**src/rtl/rr_pkg.sv**
```systemverilog
package rr_pkg;

   localparam int          ILEN     = 32;
   localparam int          IDX_W    = 5;
   localparam int          NREG     = 1 << IDX_W;
   localparam logic [6:0]  OPC_REG  = 7'b0110011;
   localparam logic [6:0]  F7_BASE  = 7'b0000000;
   localparam logic [6:0]  F7_ALT   = 7'b0100000;

   typedef enum logic [3:0] {
      OP_ADD,
      OP_SUB,
      OP_SLL,
      OP_SLT,
      OP_SLTU,
      OP_XOR,
      OP_SRL,
      OP_SRA,
      OP_OR,
      OP_AND
   } alu_op_e;

   typedef struct packed {
      alu_op_e          op;
      logic             legal;
      logic [IDX_W-1:0] rd;
      logic [IDX_W-1:0] rs1;
      logic [IDX_W-1:0] rs2;
   } dec_t;

endpackage

```
**src/rtl/rr_decode.sv**
```systemverilog
module rr_decode
   import rr_pkg::*;
(
   input  logic [ILEN-1:0] word,
   output dec_t            dec
);

   logic [6:0] opc;
   logic [2:0] f3;
   logic [6:0] f7;

   assign opc = word[6:0];
   assign f3  = word[14:12];
   assign f7  = word[31:25];

   always_comb begin
      dec.rd    = word[11:7];
      dec.rs1   = word[19:15];
      dec.rs2   = word[24:20];
      dec.op    = OP_ADD;
      dec.legal = 1'b0;
      if (opc == OPC_REG) begin
         if (f7 == F7_BASE) begin
            dec.legal = 1'b1;
            unique case (f3)
               3'b000: dec.op = OP_ADD;
               3'b001: dec.op = OP_SLL;
               3'b010: dec.op = OP_SLT;
               3'b011: dec.op = OP_SLTU;
               3'b100: dec.op = OP_XOR;
               3'b101: dec.op = OP_SRL;
               3'b110: dec.op = OP_OR;
               3'b111: dec.op = OP_AND;
               default: dec.legal = 1'b0;
            endcase
         end else if (f7 == F7_ALT) begin
            if (f3 == 3'b000) begin
               dec.op    = OP_SUB;
               dec.legal = 1'b1;
            end else if (f3 == 3'b101) begin
               dec.op    = OP_SRA;
               dec.legal = 1'b1;
            end
         end
      end
   end

endmodule

```
**src/rtl/rr_shifter.sv**
```systemverilog
module rr_shifter #(
   parameter int XLEN   = 32,
   parameter bit STAGED = 1'b1
) (
   input  logic [XLEN-1:0]         a,
   input  logic [$clog2(XLEN)-1:0] amt,
   input  logic                    go_left,
   input  logic                    arith,
   output logic [XLEN-1:0]         y
);

   localparam int SHW = $clog2(XLEN);

   logic [XLEN-1:0] a_rev;
   logic [XLEN-1:0] r_out;
   logic            fill;

   always_comb begin
      for (int i = 0; i < XLEN; i++) a_rev[i] = a[XLEN-1-i];
   end

   assign fill = arith & ~go_left & a[XLEN-1];

   if (STAGED) begin : g_staged
      logic [XLEN-1:0] stg [SHW+1];
      assign stg[0] = go_left ? a_rev : a;
      for (genvar k = 0; k < SHW; k++) begin : g_stage
         localparam int S = 1 << k;
         assign stg[k+1] = amt[k] ? { {S{fill}}, stg[k][XLEN-1:S] } : stg[k];
      end
      assign r_out = stg[SHW];
   end else begin : g_flat
      logic signed [XLEN:0] ext;
      assign ext   = $signed({fill, (go_left ? a_rev : a)});
      logic signed [XLEN:0] sh;
      assign sh    = ext >>> amt;
      assign r_out = sh[XLEN-1:0];
   end

   always_comb begin
      if (go_left) begin
         for (int i = 0; i < XLEN; i++) y[i] = r_out[XLEN-1-i];
      end else begin
         y = r_out;
      end
   end

endmodule

```
**src/rtl/rr_alu.sv**
```systemverilog
module rr_alu
   import rr_pkg::*;
#(
   parameter int XLEN          = 32,
   parameter bit STAGED_SHIFT  = 1'b1
) (
   input  alu_op_e         op,
   input  logic [XLEN-1:0] a,
   input  logic [XLEN-1:0] b,
   output logic [XLEN-1:0] y
);

   localparam int SHW = $clog2(XLEN);

   logic [XLEN-1:0] sum;
   logic [XLEN-1:0] sh_y;
   logic            lt_s;
   logic            lt_u;
   logic            is_sub;

   assign is_sub = (op == OP_SUB);
   assign sum    = a + (is_sub ? ~b : b) + {{(XLEN-1){1'b0}}, is_sub};
   assign lt_s   = $signed(a) < $signed(b);
   assign lt_u   = a < b;

   rr_shifter #(
      .XLEN   (XLEN),
      .STAGED (STAGED_SHIFT)
   ) shifter_i (
      .a       (a),
      .amt     (b[SHW-1:0]),
      .go_left (op == OP_SLL),
      .arith   (op == OP_SRA),
      .y       (sh_y)
   );

   always_comb begin
      unique case (op)
         OP_ADD, OP_SUB:         y = sum;
         OP_SLL, OP_SRL, OP_SRA: y = sh_y;
         OP_SLT:                 y = {{(XLEN-1){1'b0}}, lt_s};
         OP_SLTU:                y = {{(XLEN-1){1'b0}}, lt_u};
         OP_XOR:                 y = a ^ b;
         OP_OR:                  y = a | b;
         OP_AND:                 y = a & b;
         default:                y = '0;
      endcase
   end

endmodule

```
**src/rtl/rr_regfile.sv**
```systemverilog
module rr_regfile
   import rr_pkg::*;
#(
   parameter int XLEN = 32
) (
   input  logic             clk,
   input  logic             rst_n,
   input  logic [IDX_W-1:0] ra_idx,
   output logic [XLEN-1:0]  ra_data,
   input  logic [IDX_W-1:0] rb_idx,
   output logic [XLEN-1:0]  rb_data,
   input  logic [IDX_W-1:0] rc_idx,
   output logic [XLEN-1:0]  rc_data,
   input  logic             wa_en,
   input  logic [IDX_W-1:0] wa_idx,
   input  logic [XLEN-1:0]  wa_data,
   input  logic             wb_en,
   input  logic [IDX_W-1:0] wb_idx,
   input  logic [XLEN-1:0]  wb_data
);

   logic [XLEN-1:0] regs [NREG];

   assign regs[0] = '0;

   for (genvar i = 1; i < NREG; i++) begin : g_entry
      always_ff @(posedge clk or negedge rst_n) begin
         if (!rst_n) begin
            regs[i] <= '0;
         end else if (wa_en && wa_idx == IDX_W'(i)) begin
            regs[i] <= wa_data;
         end else if (wb_en && wb_idx == IDX_W'(i)) begin
            regs[i] <= wb_data;
         end
      end
   end

   assign ra_data = regs[ra_idx];
   assign rb_data = regs[rb_idx];
   assign rc_data = regs[rc_idx];

endmodule

```
**src/rtl/rr_exec_unit.sv**
```systemverilog
module rr_exec_unit
   import rr_pkg::*;
#(
   parameter int XLEN         = 32,
   parameter bit STAGED_SHIFT = 1'b1
) (
   input  logic             clk,
   input  logic             rst_n,
   input  logic             instr_valid,
   input  logic [ILEN-1:0]  instr_word,
   output logic [XLEN-1:0]  result,
   output logic [IDX_W-1:0] result_rd,
   output logic             illegal,
   input  logic [IDX_W-1:0] dbg_idx,
   input  logic             dbg_we,
   input  logic [XLEN-1:0]  dbg_wdata,
   output logic [XLEN-1:0]  dbg_rdata
);

   if (XLEN < 8 || (XLEN & (XLEN - 1)) != 0) begin : g_bad_xlen
      $error("rr_exec_unit: XLEN must be a power of two of at least 8");
   end

   dec_t            dec;
   logic [XLEN-1:0] op_a;
   logic [XLEN-1:0] op_b;
   logic            commit;

   rr_decode decode_i (
      .word (instr_word),
      .dec  (dec)
   );

   rr_regfile #(
      .XLEN (XLEN)
   ) regfile_i (
      .clk     (clk),
      .rst_n   (rst_n),
      .ra_idx  (dec.rs1),
      .ra_data (op_a),
      .rb_idx  (dec.rs2),
      .rb_data (op_b),
      .rc_idx  (dbg_idx),
      .rc_data (dbg_rdata),
      .wa_en   (commit),
      .wa_idx  (dec.rd),
      .wa_data (result),
      .wb_en   (dbg_we),
      .wb_idx  (dbg_idx),
      .wb_data (dbg_wdata)
   );

   rr_alu #(
      .XLEN         (XLEN),
      .STAGED_SHIFT (STAGED_SHIFT)
   ) alu_i (
      .op (dec.op),
      .a  (op_a),
      .b  (op_b),
      .y  (result)
   );

   assign commit    = instr_valid & dec.legal;
   assign illegal   = instr_valid & ~dec.legal;
   assign result_rd = dec.rd;

endmodule

```
**config.mk**
```make
export PLATFORM = sky130hd
export DESIGN_NAME = rr_exec_unit
export DESIGN_NICKNAME = d
export VERILOG_FILES = /design/src/rtl/rr_pkg.sv /design/src/rtl/rr_decode.sv /design/src/rtl/rr_shifter.sv /design/src/rtl/rr_alu.sv /design/src/rtl/rr_regfile.sv /design/src/rtl/rr_exec_unit.sv
export SDC_FILE = /design/constraint.sdc
export NUM_CORES = 2
export LEC_CHECK = 0
export BUFFER_PORTS_ARGS = -buffer_cell sky130_fd_sc_hd__buf_2
export CORE_MARGIN = 2
export CORE_UTILIZATION = 49
export CTS_CLUSTER_SIZE = 16
export DETAILED_ROUTE_END_ITERATION = 6
export PLACE_DENSITY_LB_ADDON = 0.15
export SLEW_MARGIN = 20
export SYNTH_ARGS = -nofsm -noshare
export SYNTH_HDL_FRONTEND = slang
export SYNTH_SLANG_ARGS = --single-unit
```
**constraint.sdc**
```tcl
create_clock -name clk -period 13.5 [get_ports clk]
set_clock_uncertainty 0.1 [all_clocks]
set_input_delay 2.7 -clock clk [delete_from_list [all_inputs] [get_ports clk]]
set_output_delay 2.7 -clock clk [all_outputs]
set_load 0.01 [all_outputs]
```
==> results.md <==
- H-tree Lvls: 3
- DRC: 0
- Yosys reg bits: 992
- Biggest regs: regfile_i.regs (992)
- Starting DRT DRC Count: 12425
- Critical path's top delay family: multiplexers
- DRT antenna net count: 0
- Vias: 75369
- PD cells: 149.3 nW/um^2
- Fin crit share: 92.77%
- Synth Warn #: 0
- Cts repair resizes: 0
- Hold Path End: regfile_i.regs[447]
- Share of layout cells above drive strength 1: 27.82%
- Worst flop-to-flop path endpoint: regfile_i.regs[767]
- Critical path arrival: 9.72 ns
- Cell Rows: 148
- Clock latency on the worst-skew pair: 0.82 ns
- Die H: 409.7 um
- First-pass GRT wire length: 563800 um
- Starting Density: 49.44%
- Synth cell types: 97
- Most common cell after layout, fill and taps aside: a21oi_1
- Critical R2R Launch: regfile_i.regs[66]
- Post-synthesis cell count: 7739
- Rel. slew slack: 11.51%
- EDFF count, synth: 0
- M1 wire length: 146800 um
- Final-report setup violation count: 0
- Clock Sink Count: 992
- Final HPWL DP: 261700 um
- Number of max-cap violations: 0
- Largest register FFs: 992
- Average size of a mapped cell: 10.42 sq um
- Outcome: complete, no violations
- Top reg by flops: regfile_i.regs
- Post-CTS Setup Inserts: 0
- Total grt overflow: 0
- Critical Path Source Type: primary input
- Final Hold Viols: 0
- Final wirelength: 408600 um
- Seq/Total Area, Yosys: 30.78%
- Crit Path Max Fanout: 83
- Critical Path Sink Type: output port
- Largest net degree at the start of global routing: 130
- Crit path largest cell delay: 0.98 ns
- Min-Delay Path Class: flop to flop
- Main synth FF type: dfrtp_1
- Core Region: 163100 sq um
- All-layer global routing usage: 47.73%
- Cell mode on critical path: buf_4
- CTS Hold Buffers Added: 0
- WP buf/inv: 6
- Unrepaired setup endpoints after global routing: no
- Max VDD drop: 0.1718 mV
- Vias in the first global route: 70744
- Port Buffers: 142
- TritonRoute pass-1 iters: 7
- Layout area overhead: 8.826%
- Slew at the pin closest to its max-slew limit: 1.327 ns
- Crit path kind: primary input to output port
- P_leak: 0.03606 uW
- Worst endpoint required time: 10.70 ns
- Net Count, Synth: 7943
- Worst R2R Path Depth: 20
- Hold_sp: regfile_i.regs[447]
- Setup_tns: 0 ns
- Final Max Tran Viols: 0
- Mapped Area: 80660 sq um
- Slowest cell on the critical path: mux2i_1
- Hold depth: 3
- Hold slack final: 0.5910 ns
- Metal2 WL: 163400 um
- Most frequent cells in the layout: 1008 x a21oi_1, 992 x dfrtp_1, 771 x a211oi_1
- CTS tree: yes
- Tmin final: 12.52 ns
- Cell chain of the critical path: buf_8 > buf_4 > mux2_2 > a22o_1 > mux4_2 > mux2i_1 > xnor2_1 > ha_1 > nand3_1 > nand2b_1 > a211oi_1 > nor2_1 > a2111oi_0 > buf_4 > o41ai_1 > mux2i_1 > nand3_1 > nor3_2 > buf_4 > inv_1 > buf_2
- CTS max path bufs: 3
- Routed wl met3: 63780 um
- Worst-path clk slew: 0.06 ns
- Die area: 167900 sq um
- Num ports: 143
- Top Layer Used: met5
- Fmax: 79.85 MHz
- GPL Wtd Cong: 1.070
- Asr flop ratio synth: 100.0%
- Root Driver: clkbuf_16
- Nets: 7600
- Die span in x: 409.7 um
- Vias/cell: 7.772
- Flop-to-flop setup slack: 6.60 ns
- Total CTS buffers: 116
- Initial antenna violation count: 41
- Wirelength per Cell: 42.14 um
synthesized netlist by cell type (17+ instances only):
master | number | area share (%)
mux4_2 | 737 | 21
buf_1 | 71 | 0.33
buf_2 | 135 | 0.84
clkbuf_1 | 634 | 3.0
a221oi_1 | 53 | 0.58
buf_4 | 29 | 0.27
nor2_1 | 449 | 2.1
dfrtp_1 | 992 | 31
a21o_1 | 24 | 0.22
a31oi_1 | 19 | 0.15
mux2i_1 | 191 | 2.4
a221o_1 | 17 | 0.21
o211ai_1 | 27 | 0.25
buf_6 | 30 | 0.42
a21oi_1 | 1012 | 6.3
xnor2_1 | 41 | 0.45
nand2b_1 | 31 | 0.24
o21ai_0 | 82 | 0.51
nor2b_1 | 565 | 4.4
o31ai_1 | 24 | 0.22
a22o_1 | 92 | 1.0
ha_1 | 130 | 2.0
nand3_1 | 48 | 0.30
nand2_1 | 160 | 0.74
inv_1 | 126 | 0.59
a211oi_1 | 780 | 7.3
mux2_2 | 463 | 6.5
nor3_1 | 43 | 0.27
o22ai_1 | 58 | 0.45
a22oi_1 | 68 | 0.63
a21oi_2 | 97 | 1.1
o21a_1 | 19 | 0.18
nand4_1 | 17 | 0.13
and2_1 | 214 | 1.7
final cells by class:
class                           count  area [sq um]
Fill cell                       14186         75360
Multi-Input combinational cell   5707         52210
Sequential cell                   992         24820
Clock buffer                      174          3506
Timing Repair Buffer              440          3346
Tap cell                         2175          2721
Clock inverter                     36         561.8
Inverter                          139         526.8
Antenna cell                       35         87.58
tightest hold or removal path, stage by stage, from the launching register on:
cell      delay (ns)
dfrtp_1         0.38
and2_1          0.13
a211oi_1        0.04
a21oi_1         0.10
worst max-delay path by stage:
stage / startpoint / endpoint / cells past startpoint
floorplan: instr_word[20] / result[30] / 24
global placement: instr_word[15] / result[31] / 22
detailed placement: instr_word[15] / result[31] / 22
CTS: instr_word[15] / result[31] / 22
global route: instr_word[15] / result[31] / 22
finish: instr_word[21] / result[30] / 21
metal layers:
metal  GRT usage, %  vias up
met5         0.2299        -
met4          32.74       32
met3          20.82     1654
met2          64.13     6689
met1          61.47    37926
li1               -    29068
stage by stage:
step	power [uW]	instance area, sq um	setup WS [ns]	util, %	cells
finish	13110	87780	0.9767	53.81	9698
global route	13490	87700	0.7743	53.76	9668
CTS	12840	87550	1.202	53.66	9656
detailed placement	9428	83480	1.219	51.17	9446
global placement	9375	83400	1.219	51.12	9443
floorplan	7514	80660	1.744	-	7739
power by group:
group,internal (uW),switching (uW)
Combinational,2250,3240
Clock,2030,1420
Sequential,3540,633
Total,7810,5290
kinds of logic (layout without fill, tap and decap cells):
kind of cell             count (synthesis)  count (layout)  share of synthesized area, %
buffers and inverters                 1040             789                         5.485
adder cells (fa/ha/maj)                131             131                         2.041
multiplexers                          1407            1407                         29.86
XOR/XNOR                                52              52                        0.5646
AND/OR/NAND/NOR                       1600            1600                         10.52
other                                    0              35                             0
AO/OA/AOI/OAI                         2517            2517                         20.76
flip-flops                             992             992                         30.78
Note: power is estimated with default switching activity, not from simulation.
